**src/rtl/blkxfer_pkg.sv**
```systemverilog
package blkxfer_pkg;

    typedef enum logic [1:0] {
        SEQ_IDLE = 2'd0,
        SEQ_RUN  = 2'd1,
        SEQ_FIN  = 2'd2
    } seq_state_e;

endpackage

```
**src/rtl/blkxfer_popcount.sv**
```systemverilog
module blkxfer_popcount #(
    parameter int N  = 16,
    parameter int CW = $clog2(N + 1)
) (
    input  logic [N-1:0]  vec,
    output logic [CW-1:0] cnt
);
    logic [CW-1:0] part [N+1];

    assign part[0] = '0;

    for (genvar i = 0; i < N; i++) begin : g_sum
        assign part[i+1] = part[i] + CW'(vec[i]);
    end

    assign cnt = part[N];
endmodule

```
**src/rtl/blkxfer_lowbit.sv**
```systemverilog
module blkxfer_lowbit #(
    parameter int N  = 16,
    parameter int IW = $clog2(N)
) (
    input  logic [N-1:0]  vec,
    output logic [IW-1:0] idx
);
    always_comb begin
        idx = '0;
        for (int i = N - 1; i >= 0; i--) begin
            if (vec[i]) idx = IW'(i);
        end
    end
endmodule

```
**src/rtl/blkxfer_addr_plan.sv**
```systemverilog
module blkxfer_addr_plan #(
    parameter int AW         = 32,
    parameter int CW         = 5,
    parameter int WORD_BYTES = 4
) (
    input  logic [AW-1:0] base,
    input  logic [CW-1:0] cnt,
    input  logic          dec,
    output logic [AW-1:0] first_addr,
    output logic [AW-1:0] final_base
);
    localparam int SH = $clog2(WORD_BYTES);

    logic [AW-1:0] span;

    always_comb begin
        span       = AW'(cnt) << SH;
        first_addr = dec ? (base - span) : base;
        final_base = dec ? (base - span) : (base + span);
    end
endmodule

```
**src/rtl/blkxfer_seq.sv**
```systemverilog
module blkxfer_seq
    import blkxfer_pkg::*;
#(
    parameter int NREG       = 16,
    parameter int AW         = 32,
    parameter int DW         = 32,
    parameter int WORD_BYTES = 4
) (
    input  logic                    clk,
    input  logic                    rst_n,
    input  logic                    cmd_valid,
    output logic                    cmd_ready,
    input  logic [NREG-1:0]         cmd_mask,
    input  logic [AW-1:0]           cmd_base,
    input  logic                    cmd_dec,
    input  logic                    cmd_wb,
    input  logic                    cmd_load,
    output logic                    mem_valid,
    input  logic                    mem_ready,
    output logic [AW-1:0]           mem_addr,
    output logic                    mem_write,
    output logic [DW-1:0]           mem_wdata,
    input  logic [DW-1:0]           mem_rdata,
    output logic [$clog2(NREG)-1:0] reg_idx,
    input  logic [DW-1:0]           rf_rdata,
    output logic                    rf_we,
    output logic [DW-1:0]           rf_wdata,
    output logic                    done,
    output logic                    wb_valid,
    output logic [AW-1:0]           wb_base
);
    localparam int IW = $clog2(NREG);
    localparam int CW = $clog2(NREG + 1);

    typedef struct packed {
        seq_state_e      st;
        logic [NREG-1:0] rem;
        logic [AW-1:0]   addr;
        logic [AW-1:0]   fin;
        logic            load;
        logic            wb;
        logic            nz;
    } ctx_t;

    ctx_t ctx_d, ctx_q;

    logic [CW-1:0] sel_cnt_d;
    logic [AW-1:0] first_addr_d;
    logic [AW-1:0] final_base_d;
    logic [IW-1:0] cur_idx_d;

    blkxfer_popcount #(.N(NREG), .CW(CW)) u_count (
        .vec (cmd_mask),
        .cnt (sel_cnt_d)
    );

    blkxfer_addr_plan #(.AW(AW), .CW(CW), .WORD_BYTES(WORD_BYTES)) u_plan (
        .base       (cmd_base),
        .cnt        (sel_cnt_d),
        .dec        (cmd_dec),
        .first_addr (first_addr_d),
        .final_base (final_base_d)
    );

    blkxfer_lowbit #(.N(NREG), .IW(IW)) u_pick (
        .vec (ctx_q.rem),
        .idx (cur_idx_d)
    );

    always_comb begin
        ctx_d = ctx_q;
        unique case (ctx_q.st)
            SEQ_IDLE: begin
                if (cmd_valid) begin
                    ctx_d.rem  = cmd_mask;
                    ctx_d.addr = first_addr_d;
                    ctx_d.fin  = final_base_d;
                    ctx_d.load = cmd_load;
                    ctx_d.wb   = cmd_wb;
                    ctx_d.nz   = |cmd_mask;
                    ctx_d.st   = (|cmd_mask) ? SEQ_RUN : SEQ_FIN;
                end
            end
            SEQ_RUN: begin
                if (mem_ready) begin
                    ctx_d.rem  = ctx_q.rem & (ctx_q.rem - NREG'(1));
                    ctx_d.addr = ctx_q.addr + AW'(WORD_BYTES);
                    if (ctx_d.rem == '0) ctx_d.st = SEQ_FIN;
                end
            end
            SEQ_FIN: begin
                ctx_d.st = SEQ_IDLE;
            end
            default: begin
                ctx_d.st = SEQ_IDLE;
            end
        endcase
    end

    always_ff @(posedge clk) begin
        if (!rst_n) begin
            ctx_q <= '{st: SEQ_IDLE, rem: '0, addr: '0, fin: '0,
                       load: 1'b0, wb: 1'b0, nz: 1'b0};
        end else begin
            ctx_q <= ctx_d;
        end
    end

    assign cmd_ready = (ctx_q.st == SEQ_IDLE);
    assign mem_valid = (ctx_q.st == SEQ_RUN);
    assign mem_addr  = ctx_q.addr;
    assign mem_write = ~ctx_q.load;
    assign mem_wdata = rf_rdata;
    assign reg_idx   = cur_idx_d;
    assign rf_we     = mem_valid & mem_ready & ctx_q.load;
    assign rf_wdata  = mem_rdata;
    assign done      = (ctx_q.st == SEQ_FIN);
    assign wb_valid  = done & ctx_q.wb & ctx_q.nz;
    assign wb_base   = ctx_q.fin;
endmodule

```
**config.mk**
```make
export PLATFORM = sky130hd
export DESIGN_NAME = blkxfer_seq
export DESIGN_NICKNAME = d
export VERILOG_FILES = /design/src/rtl/blkxfer_pkg.sv /design/src/rtl/blkxfer_popcount.sv /design/src/rtl/blkxfer_lowbit.sv /design/src/rtl/blkxfer_addr_plan.sv /design/src/rtl/blkxfer_seq.sv
export SDC_FILE = /design/constraint.sdc
export NUM_CORES = 1
export LEC_CHECK = 0
export BUFFER_PORTS_ARGS = -buffer_cell sky130_fd_sc_hd__buf_2
export CAP_MARGIN = 20
export CORE_MARGIN = 2
export CORE_UTILIZATION = 56
export DETAILED_ROUTE_END_ITERATION = 7
export MAX_ROUTING_LAYER = met4
export PLACE_DENSITY = 0.88
export SYNTH_ARGS = -nofsm -noshare
export SYNTH_HDL_FRONTEND = slang
export SYNTH_SLANG_ARGS = --single-unit
```
**constraint.sdc**
```tcl
create_clock -name clk -period 16.5 [get_ports clk]
set_input_delay 3.3 -clock clk [delete_from_list [all_inputs] [get_ports clk]]
set_output_delay 3.3 -clock clk [all_outputs]
set_load 0.02 [all_outputs]
```
Word level (Yosys, flattened, before mapping)
Cells that the tools add are included.

storage, ports and cells
  flip-flop bits (word level) = 85
  input bits = 119
  output and inout bits = 138
  word-level logic and storage cells = 68

cells by class
  $add $sub $neg = 19
  equal/unequal tests = 5
  multiplexer cells = 24
  bitwise gates (word level) = 6
  reductions and logical operators = 7

operators by type and width
  operator                                                                  count
  48-bit one-hot mux with 2 select lines                                    1
  85-bit two-way mux                                                        1
  5-bit by 1-bit adder with 5-bit output                                    14
  32-bit two-way mux                                                        2
  4-bit two-way mux                                                         16
  50-bit two-way mux                                                        1
  32-bit by 3-bit adder with 32-bit output (second input constant)          1
  32-bit by 7-bit adder with 32-bit output                                  1
  32-bit by 7-bit subtractor with 32-bit output                             1
  16-bit AND                                                                1
  16-bit zero test                                                          1
  16-bit OR reduction                                                       1
  16-bit by 1-bit subtractor with 16-bit output (second input constant)     1
  3-bit AND reduction                                                       2
  1-bit AND                                                                 4
  2-bit two-way mux                                                         2
  2-bit by 1-bit inequality test with 1-bit output (second input constant)  2
  2-bit one-hot mux with 2 select lines                                     1
  1-bit by 1-bit adder with 2-bit output                                    1
  2-bit by 1-bit equality test with 1-bit output (second input constant)    1
  2-bit equality test (second input constant)                               1
  2-bit zero test                                                           1
  2-bit inequality test (second input constant)                             1
  2-bit AND reduction                                                       1
  2 further kinds                                                           2

Longest topological paths before layout
Gate-level depths: netlist of the first run.

  depth after elaboration = 19
  depth in mapped cells = 22
  mapped depth without buffers = 22

Cells and area by module
From an unflattened synthesis of the first run, not the netlist that was laid out.

second synthesis, totals
  cell total of the unflattened synthesis = 1000
  area total of the unflattened synthesis = 7362.1 µm²

modules (own cells, without submodules)
  module             instances  cells an instance  area an instance (µm²)  sequential area each (µm²)
  blkxfer_seq        1          689                5148.7                  1701.6
  blkxfer_addr_plan  1          233                1626.6                  0.0
  blkxfer_popcount   1          47                 407.9                   0.0
  blkxfer_lowbit     1          31                 178.9                   0.0

Worst setup path after synthesis of the first run
OpenSTA, ideal clock, no wires.

  path kind = input to register
  start point = in cmd_mask[2]
  end point = reg ctx_q (netlist bit wb_base[28])
  setup time = 0.129 ns
  arrival time = 8.186 ns
  required time = 16.371 ns
  path slack = 8.185 ns
  cell stages on the path = 16
  path buffers = 1
  path through = inv_1 -> fa_1 -> fa_1 -> fa_1 -> fa_1 -> fa_1 -> fa_1 -> xnor2_1 -> ha_1 -> clkbuf_1 -> a21o_1 -> a31oi_1 -> or4_1 -> o32ai_1 -> xnor2_1 -> o21ai_0

between the ends
  cells in the longest elaborated chain, start to end = 16
  elaborated cells between the ends (all ways) = 17
  classes of those cells = 16 x add/sub; 1 x mux

ends and longest elaborated chain
  what                                                                                                              line                     text
  from (decl)                                                                                                       blkxfer_seq.sv:13        input logic [NREG-1:0] cmd_mask,
  5-bit by 1-bit adder with 5-bit output (*) (14 in a row)                                                          blkxfer_popcount.sv:13   assign part[i+1] = part[i] + CW'(vec[i]);
  32-bit by 7-bit adder with 32-bit output / 32-bit by 7-bit subtractor with 32-bit output (equally long branches)  blkxfer_addr_plan.sv:19  final_base = dec ? (base - span) : (base + span);
  32-bit two-way mux (*)                                                                                            blkxfer_addr_plan.sv:19
  to (signal assigned)                                                                                              blkxfer_seq.sv:102       ctx_q <= '{st: SEQ_IDLE, rem: '0, addr: '0, fin: '0,
  to (signal assigned)                                                                                              blkxfer_seq.sv:105       ctx_q <= ctx_d;
  to (decl)                                                                                                         blkxfer_seq.sv:45        ctx_t ctx_d, ctx_q;

Mark *: on every way between the ends. The rest lies on a longest branch, timed or not.
A chain may end at the register's enable or synchronous reset.

Worst setup path in the final report of the first run
  start point = in cmd_mask[2]
  end point = reg ctx_q (netlist bit wb_base[27])

Same word-level chain as after synthesis.

==> results of run 1 <==
-- registers in the layout, summed over array words and instances (netlist names) --
register,count
mem_addr,32
wb_base,32
ctx_q,21
-- per-layer routing --
metal,part of all wire [%],wire length (um),up-vias
met5,0,0,-
met4,3.2,656,0
met3,9.5,1930,57
met2,47,9640,387
met1,40,8080,3380
li1,-,-,3334
-- path summary, 6_finish.rpt --
check                                  from           to  slack (ps)  cells after the start
worst min register to register  wb_base[24]  wb_base[24]         450                      2
worst max register to register    ctx_q[84]  mem_addr[9]       13480                      8
worst max-delay path            cmd_mask[2]  wb_base[27]        7910                     16
worst min-delay path            wb_base[24]  wb_base[24]         450                      2
-- metrics by stage --
| step | instances | worst slack, ps | hold WS, ps |
|---|---|---|---|
| after floorplan | 989 | 8180 | 426 |
| after global placement | 1110 | 7700 | 432 |
| after detailed placement | 1110 | 7570 | 438 |
| after CTS | 1126 | 7930 | 449 |
| after global routing | 1126 | 7580 | 470 |
| final | 1126 | 7910 | 449 |
-- layout by cell type (no fill, tap or decap), types with 7 or more instances in the layout --
cell       instances
a31oi_1           16
o31ai_1            9
a211oi_1           9
xnor2_1           25
clkbuf_16          9
nor2b_1            8
nand2_1           84
dfxtp_1           85
nor2_1            68
buf_4              7
xor2_1            12
o21ai_0           54
and3_1            18
nor4_1            22
ha_1              18
buf_2            128
inv_1             46
a21oi_1           53
fa_1              12
or3_1             15
nand4_1           24
nor3_1            32
nand3_1           38
a22oi_1           11
o211ai_1           8
-- synth_stat cells, drive strengths merged (5+ instances only) --
master / n
nand3: 38
or2: 6
dfxtp: 85
or3: 18
nand2b: 6
nand2: 84
o31a: 6
a211oi: 9
a21o: 7
or4: 11
nor3: 32
nor2: 70
o211ai: 8
a22oi: 11
o31ai: 9
mux2i: 6
buf: 135
a31oi: 16
o21ai: 56
and3: 18
o32ai: 6
a21oi: 53
fa: 12
nand4: 24
nor4: 26
nor2b: 8
xnor2: 25
a221oi: 5
xor2: 12
inv: 46
ha: 18
o22ai: 6
and4: 7
clkbuf: 55
-- power by group --
group	leakage, nW	switching [W]	internal (W)
clock	0.160	0.0000902	0.000133
combinational	2.17	0.000240	0.000149
sequential	0.695	0.0000180	0.000222
-- critical path: cells and delay by family --
family                     cells  cell delay (ps)
and+or+nand+nor                5             1780
buffers and inverters          2              160
adders and majority gates      7             3170
AOI/OAI and AO/OA              2              410
-- logic make-up after synthesis --
family | after synthesis
adders and majority gates | 30
muxes | 8
AOI/OAI and AO/OA | 239
buffers and inverters | 236
DFF | 85
xor gates and xnor gates | 37
and+or+nand+nor | 354
-- area by class of cell --
cell class	instances	area [sq um]
Fill cell	1231	5670
Multi-Input combinational cell	668	4300
Sequential cell	85	1700
Timing Repair Buffer	135	693
Clock buffer	9	225
Tap cell	176	220
Inverter	46	173
Clock inverter	7	100
==> impl_metrics.env, run 1 <==
export IMPL_dr_first_iter_drc_count=811
export IMPL_areaGrowthSynthToFinish_pct=-0.404
export IMPL_p_leak_nw=3.03
export IMPL_power_density_mw_per_mm2=115
export IMPL_synth_yosys_seq_area_share_pct=22.9
export IMPL_max_cap_viol_count=0
export IMPL_path_max_fanout=15
export IMPL_cts_hold_buf=0
export IMPL_ys_types=72
export IMPL_finalPower_w=0.000853
export IMPL_grt_use_total_pct=29.0
export IMPL_synth_compound_area_share_pct=21.3
export IMPL_cts_buffers=9
export IMPL_path_cells="buf_2 -> inv_1 -> fa_1 -> fa_1 -> fa_1 -> fa_1 -> fa_1 -> fa_1 -> nor2b_1 -> o21a_1 -> ha_1 -> or4_1 -> nand3_1 -> nor4_1 -> or3_1 -> a32o_1"
export IMPL_async_reset_ff_share_pct=0
export IMPL_cp_end_kind="flip-flop"
export IMPL_layout_drive_gt1_share_pct=18.9
export IMPL_hold_viol=0
export IMPL_synth_top_family_by_area="simple AND/OR/NAND/NOR gates"
export IMPL_cts_tree="built"
export IMPL_finalSetupTns_ps=0
export IMPL_dieArea_sq_mm=0.0142
export IMPL_vias=7158
export IMPL_post_cts_buffers=0
export IMPL_synth_xor_area_share_pct=4.36
export IMPL_synth_edff_count=0
export IMPL_start_util_pct=56.9
export IMPL_numPortBuffers=128
export IMPL_cts_root_buf="clkbuf_16"
export IMPL_crit_path_top_delay_cell="or4_1"
export IMPL_dp_hpwl_mm=14.8
export IMPL_grt_pass1_wl_mm=32.4
export IMPL_synth_fa_ha_area_share_pct=6.26
export IMPL_startpoint_type="input pin"
export IMPL_worstPathArrival_ps=8830
export IMPL_period_share_pct=52.1
export IMPL_syn_area_per_cell_sq_um=7.52
export IMPL_synthTopCellsByArea="dfxtp_1, buf_4, nand2_1, o21ai_0, a21oi_1"
export IMPL_relSlewSlack_pct=36.6
export IMPL_synth_mux_area_share_pct=1.11
export IMPL_clock_sinks=85
export IMPL_worst_ep_required_time_ps=16740
export IMPL_ys_ff_latch=85
export IMPL_grt_use_met2_pct=45.6
export IMPL_syn_num_nets=1138
export IMPL_synth_simple_area_share_pct=24.6
export IMPL_rsz0062_at_grt="false"
export IMPL_path_class="input pin to flip-flop"
export IMPL_ys_flop_type="dfxtp_1"
export IMPL_drv_slew=0
export IMPL_synth_top_area_cell="dfxtp_1"
export IMPL_detail_route_first_pass_iterations=5
export IMPL_postSynthCellCount=989
export IMPL_diodes=0
export IMPL_setup_violations=0
export IMPL_die_h_um=119
export IMPL_fin_skew_ps=4.92
export IMPL_route_detailed_drc=0
export IMPL_grt_use_met1_pct=36.0
export IMPL_outcome="finished clean"
export IMPL_synth_top_area_share_pct=22.9
export IMPL_antenna_found_initial=0
export IMPL_finalInstanceArea_sq_mm=0.00741
export IMPL_post_cts_resized=0
export IMPL_die_w_um=119
export IMPL_worstHoldPathType="flip-flop to flip-flop"
export IMPL_drt_wl_total_mm=20.3
export IMPL_ir_drop_mv=0.0985
export IMPL_finalWorstPathRequiredPeriod_ps=8590
export IMPL_busiest_layer="met2"
export IMPL_cpPeakStageDelay_ps=620
export IMPL_fmax_mhz=116
export IMPL_worst_path_most_repeated_cell="fa_1"
export IMPL_grt_overflow=0
export IMPL_antenna_left=0
export IMPL_clk_pin_slew_ps=60
export IMPL_syn_area_sq_mm=0.00744
export IMPL_gp_congestion=0.985
export IMPL_placed_area_sq_mm=0.00709
export IMPL_grt_max_degree=49
export IMPL_rows=42
export IMPL_clockBufferDepth=2
export IMPL_via_per_inst=6.36
export IMPL_use_met3_pct=6.47
export IMPL_num_nets_final=1094
export IMPL_ios=257
export IMPL_clk_latency_ps=350
export IMPL_tightest_slew_ps=942
export IMPL_yosys_warnings=0
export IMPL_htree_levels=3
export IMPL_coreArea_sq_mm=0.0131
export IMPL_wl_per_cell_um=18.0
export IMPL_grt_pass1_vias=6466
export IMPL_final_util_pct=56.6
Note: power is estimated with default switching activity, not from simulation.
==> run 2, diff against run 1 <==
CORE_UTILIZATION = 47   (was 56)
PLACE_DENSITY = 0.79   (was 0.88)
clock period = 7.1 ns   (was 16.5 ns; I/O delays follow)
==> run 2 against run 1 <==
Effect of this change:
- worst hold slack improved by 1.3 ps
- via count rose by 0.99%
- clock skew rose by 2.2 ps
- die area rose by 18%
- clock-buffer cell count rose by 2
- power rose by 130%
- clock power rose by 120%
- wire length rose by 4.7%
- register-to-register slack got worse by 9300 ps
- sequential power rose by 130%
- global-route usage fell by 3.5 points
- sequential cell count did not move
==> impl_metrics.env, run 2 (synthesized netlist as in run 1, its figures left out) <==
export IMPL_grt_use_total_pct=25.5
export IMPL_dr_first_iter_drc_count=712
export IMPL_drt_wl_total_mm=21.3
export IMPL_relSlewSlack_pct=34.9
export IMPL_coreArea_sq_mm=0.0153
export IMPL_dp_hpwl_mm=15.4
export IMPL_path_cells="buf_2 -> inv_1 -> fa_1 -> fa_1 -> fa_1 -> fa_1 -> fa_1 -> fa_1 -> nor2b_1 -> o21a_1 -> ha_1 -> or4_1 -> nand3_1 -> nor4_1 -> or3_1 -> a32o_1"
export IMPL_layout_drive_gt1_share_pct=19.3
export IMPL_sequentialPowerShare_pct=28.4
export IMPL_num_nets_final=1101
export IMPL_cts_buffers=9
export IMPL_cts_hold_buf=0
export IMPL_wl_per_cell_um=18.2
export IMPL_hold_viol=0
export IMPL_finalWorstPathRequiredPeriod_ps=6550
export IMPL_grt_pass1_wl_mm=32.8
export IMPL_crit_path_top_delay_cell="or4_1"
export IMPL_cp_num_buf_inv=2
export IMPL_worstHoldPathType="flip-flop to flip-flop"
export IMPL_swShare_pct=41.7
export IMPL_cts_root_buf="clkbuf_16"
export IMPL_period_share_pct=92.2
export IMPL_antenna_found_initial=0
export IMPL_post_cts_buffers=0
export IMPL_crit_family="adder cells"
export IMPL_tightest_slew_ps=973
export IMPL_post_cts_resized=0
export IMPL_fin_skew_ps=7.14
export IMPL_fmax_mhz=153
export IMPL_setup_violations=0
export IMPL_final_util_pct=48.8
export IMPL_rsz0062_at_grt="false"
export IMPL_worst_ep_required_time_ps=7350
export IMPL_worstPathArrival_ps=6800
export IMPL_clk_latency_ps=360
export IMPL_final_cell_mix="buf_2, dfxtp_1, nand2_1"
export IMPL_die_h_um=130
export IMPL_cts_tree="built"
export IMPL_final_common_cell="buf_2"
export IMPL_gp_congestion=0.963
export IMPL_route_detailed_drc=0
export IMPL_dieArea_sq_mm=0.0169
export IMPL_numPortBuffers=128
export IMPL_clock_sinks=85
export IMPL_die_w_um=130
export IMPL_diodes=0
export IMPL_p_leak_nw=3.03
export IMPL_rows=45
export IMPL_power_density_mw_per_mm2=263
export IMPL_max_cap_viol_count=0
export IMPL_path_class="input pin to flip-flop"
export IMPL_outcome="finished clean"
export IMPL_htree_levels=3
export IMPL_grt_overflow=0
export IMPL_antenna_left=0
export IMPL_finalPower_w=0.00197
export IMPL_startpoint_type="input pin"
export IMPL_grt_pass1_vias=6403
export IMPL_via_per_inst=6.19
export IMPL_clk_pin_slew_ps=60
export IMPL_start_util_pct=48.6
export IMPL_areaGrowthSynthToFinish_pct=0.471
export IMPL_internal_power_w=0.00115
export IMPL_p_sw_w=0.000821
export IMPL_clockBufferDepth=2
export IMPL_worst_path_most_repeated_cell="fa_1"
export IMPL_pwr_share_clk_pct=24.7
export IMPL_drv_slew=0
export IMPL_vias=7229
export IMPL_ios=257
export IMPL_r2r_setup_slack_ps=4190
export IMPL_ir_drop_mv=0.263
export IMPL_cpPeakStageDelay_ps=620
export IMPL_cp_end_kind="flip-flop"
export IMPL_path_max_fanout=12
export IMPL_finalSetupTns_ps=0
export IMPL_combPwrFrac_pct=46.9
export IMPL_detail_route_first_pass_iterations=5
export IMPL_grt_max_degree=51
run 2: cell count changes in the layout (fill, tap and decap cells not counted):
cell        previous run  this run
buf_4                  7        14
clkinv_4               4         1
clkinvlp_4             0         3
clkbuf_1               0         2
bufinv_16              2         1
clkinv_2               1         0
run 2: power groups by stage:
stage	clock [W]	sequential, W	combinational [W]
after floorplan	0	0.000554	0.000775
after global placement	0	0.000566	0.000895
after detailed placement	0	0.000568	0.000908
after CTS	0.000494	0.000558	0.000915
after global routing	0.000511	0.000564	0.00101
final	0.000487	0.000559	0.000923
run 2: layout make-up:
cell class                 count  area, sq um
clock inverter                 5         61.3
multi-input combinational    668         4300
sequential                    85         1700
clock buffer                  11          233
timing repair buffer         142          746
fill                        1577         7840
tap                          211          264
inverter                      46          173
run 2: path summary, 6_finish.rpt:
kind / cells after the start / to / startpoint
worst min-delay path: 2 / wb_base[25] / wb_base[25]
worst min register to register: 2 / wb_base[25] / wb_base[25]
worst max-delay path: 16 / wb_base[29] / cmd_mask[2]
worst max register to register: 6 / mem_addr[5] / ctx_q[84]
run 2: per-stage QoR:
stage | worst slack (ps) | std cells | hold slack [ps] | instance area, sq um
floorplan | 665 | 989 | 426 | 7440
global placement | 334 | 1152 | 432 | 7180
detailed placement | 239 | 1152 | 441 | 7180
CTS | 603 | 1168 | 453 | 7480
global route | 309 | 1168 | 471 | 7480
finish | 552 | 1168 | 450 | 7480
run 2: per-layer routing:
metal	global-route usage [%]	vias to the layer above	wire, um
met5	-	-	0
met4	12.1	0	716
met3	5.66	67	2080
met2	39.7	410	9700
met1	31.5	3410	8770
li1	-	3342	-
run 2: tightest hold or removal path: cells and delay by family, from the launching register on:
| kind | cells | cell delay [ps] |
|---|---|---|
| AOI/OAI and AO/OA | 1 | 50 |
| DFF | 1 | 320 |
| and+or+nand+nor | 1 | 40 |
==> run 3, diff against run 2 <==
BUFFER_PORTS_ARGS = not set   (was -buffer_cell sky130_fd_sc_hd__buf_2)
CORE_UTILIZATION = 59   (was 47)
DONT_BUFFER_PORTS = 1   (was not set)
PLACE_DENSITY = 0.78   (was 0.79)
==> run 3 against run 2 <==
Effect of this change:
- non-clock buffer count shrank 131
- fmax grew 1.5%
- die area shrank 20%
- power shrank 4.5%
- clock skew shrank 2.5 ps
- utilization grew 5.3 points
- critical path depth is the same
- first-iteration DRC count shrank 25%
- register-to-register slack lost 20 ps
- sequential cell count is the same
- critical path type unchanged
- largest cell class unchanged
==> impl_metrics.env, run 3 (synthesized netlist as in run 1, its figures left out) <==
export IMPL_die_h_um=116
export IMPL_r2r_start="ctx_q[84]"
export IMPL_clk_latency_ps=350
export IMPL_layout_drive_gt1_share_pct=6.55
export IMPL_ir_drop_mv=0.257
export IMPL_fmax_mhz=155
export IMPL_p_leak_nw=2.43
export IMPL_path_max_fanout=8
export IMPL_r2r_end="mem_addr[9]"
export IMPL_crit_family="adder cells"
export IMPL_fillers=1176
export IMPL_diodes=0
export IMPL_route_detailed_drc=0
export IMPL_finalWorstPathRequiredPeriod_ps=6450
export IMPL_cts_buffers=9
export IMPL_rsz0062_at_grt="false"
export IMPL_clk_pin_slew_ps=60
export IMPL_vias=6470
export IMPL_outcome="finished clean"
export IMPL_multi_input_area_sq_mm=0.00430
export IMPL_layout_cells_non_filler=997
export IMPL_coreArea_sq_mm=0.0125
export IMPL_grt_max_degree=49
export IMPL_post_cts_buffers=0
export IMPL_finalInstanceArea_sq_mm=0.00675
export IMPL_via_per_inst=6.49
export IMPL_final_cell_mix="dfxtp_1, nand2_1, nor2_1"
export IMPL_hold_viol=0
export IMPL_final_common_cell="dfxtp_1"
export IMPL_cpPeakStageDelay_ps=540
export IMPL_r2r_setup_slack_ps=4170
export IMPL_max_cap_viol_count=0
export IMPL_num_nets_final=970
export IMPL_period_share_pct=90.8
export IMPL_clockBufferDepth=2
export IMPL_dieArea_sq_mm=0.0135
export IMPL_fin_skew_ps=4.69
export IMPL_path_class="input pin to flip-flop"
export IMPL_grt_pass1_wl_mm=30.2
export IMPL_drt_wl_total_mm=19.6
export IMPL_regArea_sq_mm=0.00170
export IMPL_numPortBuffers=0
export IMPL_dr_first_iter_drc_count=537
export IMPL_areaGrowthSynthToFinish_pct=-9.27
export IMPL_relSlewSlack_pct=28.0
export IMPL_worst_ep_required_time_ps=7400
export IMPL_ios=257
export IMPL_cp_depth=16
export IMPL_start_util_pct=59.7
export IMPL_critPathLaunch="cmd_mask[2]"
export IMPL_grt_pass1_vias=5771
export IMPL_power_density_mw_per_mm2=278
export IMPL_worstPathArrival_ps=6750
export IMPL_grt_use_total_pct=29.4
export IMPL_dp_hpwl_mm=14.3
export IMPL_finalSetupTns_ps=0
export IMPL_gp_congestion=0.976
export IMPL_setup_violations=0
export IMPL_clock_sinks=85
export IMPL_critPathCapture="wb_base[9]"
export IMPL_r2r_cells=7
export IMPL_wl_per_cell_um=19.7
export IMPL_worst_path_most_repeated_cell="fa_1"
export IMPL_cts_root_buf="clkbuf_16"
export IMPL_place_inst=982
export IMPL_startpoint_type="input pin"
export IMPL_grt_overflow=0
export IMPL_antenna_found_initial=0
export IMPL_drv_slew=0
export IMPL_post_cts_resized=0
export IMPL_worstHoldPathType="flip-flop to flip-flop"
export IMPL_path_cells="inv_1 -> fa_1 -> fa_1 -> fa_1 -> fa_1 -> fa_1 -> fa_1 -> xnor2_1 -> inv_1 -> ha_1 -> nor2b_1 -> o21bai_1 -> nand3_1 -> or3_1 -> a2111oi_0 -> a311o_1"
export IMPL_htree_levels=3
export IMPL_antenna_left=0
export IMPL_cp_num_buf_inv=2
export IMPL_rows=41
export IMPL_cts_tree="built"
export IMPL_tightest_slew_ps=1080
export IMPL_crit_path_top_delay_cell="fa_1"
export IMPL_detail_route_first_pass_iterations=5
export IMPL_die_w_um=116
export IMPL_holdCritStartpoint="ctx_q[2]"
export IMPL_placed_area_sq_mm=0.00647
export IMPL_cp_end_kind="flip-flop"
export IMPL_cts_hold_buf=0
[run 3: routing by layer]
layer	vias up	GRT usage (%)	share of wire, %
li1	3086	-	-
met1	3052	36.9	42
met2	280	44.6	46
met3	52	9.50	9.7
met4	0	10.2	2.4
met5	-	-	0
[run 3: worst min-delay path by stage]
| stage | end | slack, ps | cells past startpoint |
|---|---|---|---|
| 6_report | ctx_q[2] | 450 | 2 |
| 3_3_place_gp | ctx_q[1] | 440 | 2 |
| 2_1_floorplan | wb_base[24] | 430 | 2 |
| 4_1_cts | ctx_q[2] | 460 | 2 |
| 3_5_place_dp | ctx_q[2] | 450 | 2 |
| 5_1_grt | ctx_q[1] | 500 | 2 |
[run 3: tightest hold or removal path: stages, from the launching register on]
cell     delay [ps]
dfxtp_1         310
nand2_1          50
a21oi_1          50
[run 3: per-stage QoR]
stage | hold WS [ps] | utilization [%] | power [W] | worst slack [ps]
floorplan | 426 | - | 0.00133 | 665
global placement | 440 | 51.9 | 0.00139 | 428
detailed placement | 449 | 51.9 | 0.00140 | 371
CTS | 458 | 54.2 | 0.00187 | 725
global route | 499 | 54.2 | 0.00200 | 411
finish | 453 | 54.2 | 0.00188 | 651
[run 3: final cells by class]
| class | instances | share of cell area (%) |
|---|---|---|
| clock buffer | 10 | 3.39 |
| timing repair buffer | 11 | 1.22 |
| multi-input combinational | 668 | 63.7 |
| sequential | 85 | 25.2 |
| clock inverter | 5 | 0.778 |
| inverter | 46 | 2.56 |
| tap | 172 | 3.19 |
[run 3: power by group]
part | leakage [nW] | internal (W) | switching (W)
sequential | 0.695 | 0.000517 | 0.0000905
combinational | 1.60 | 0.000325 | 0.000474
clock | 0.138 | 0.000269 | 0.000203
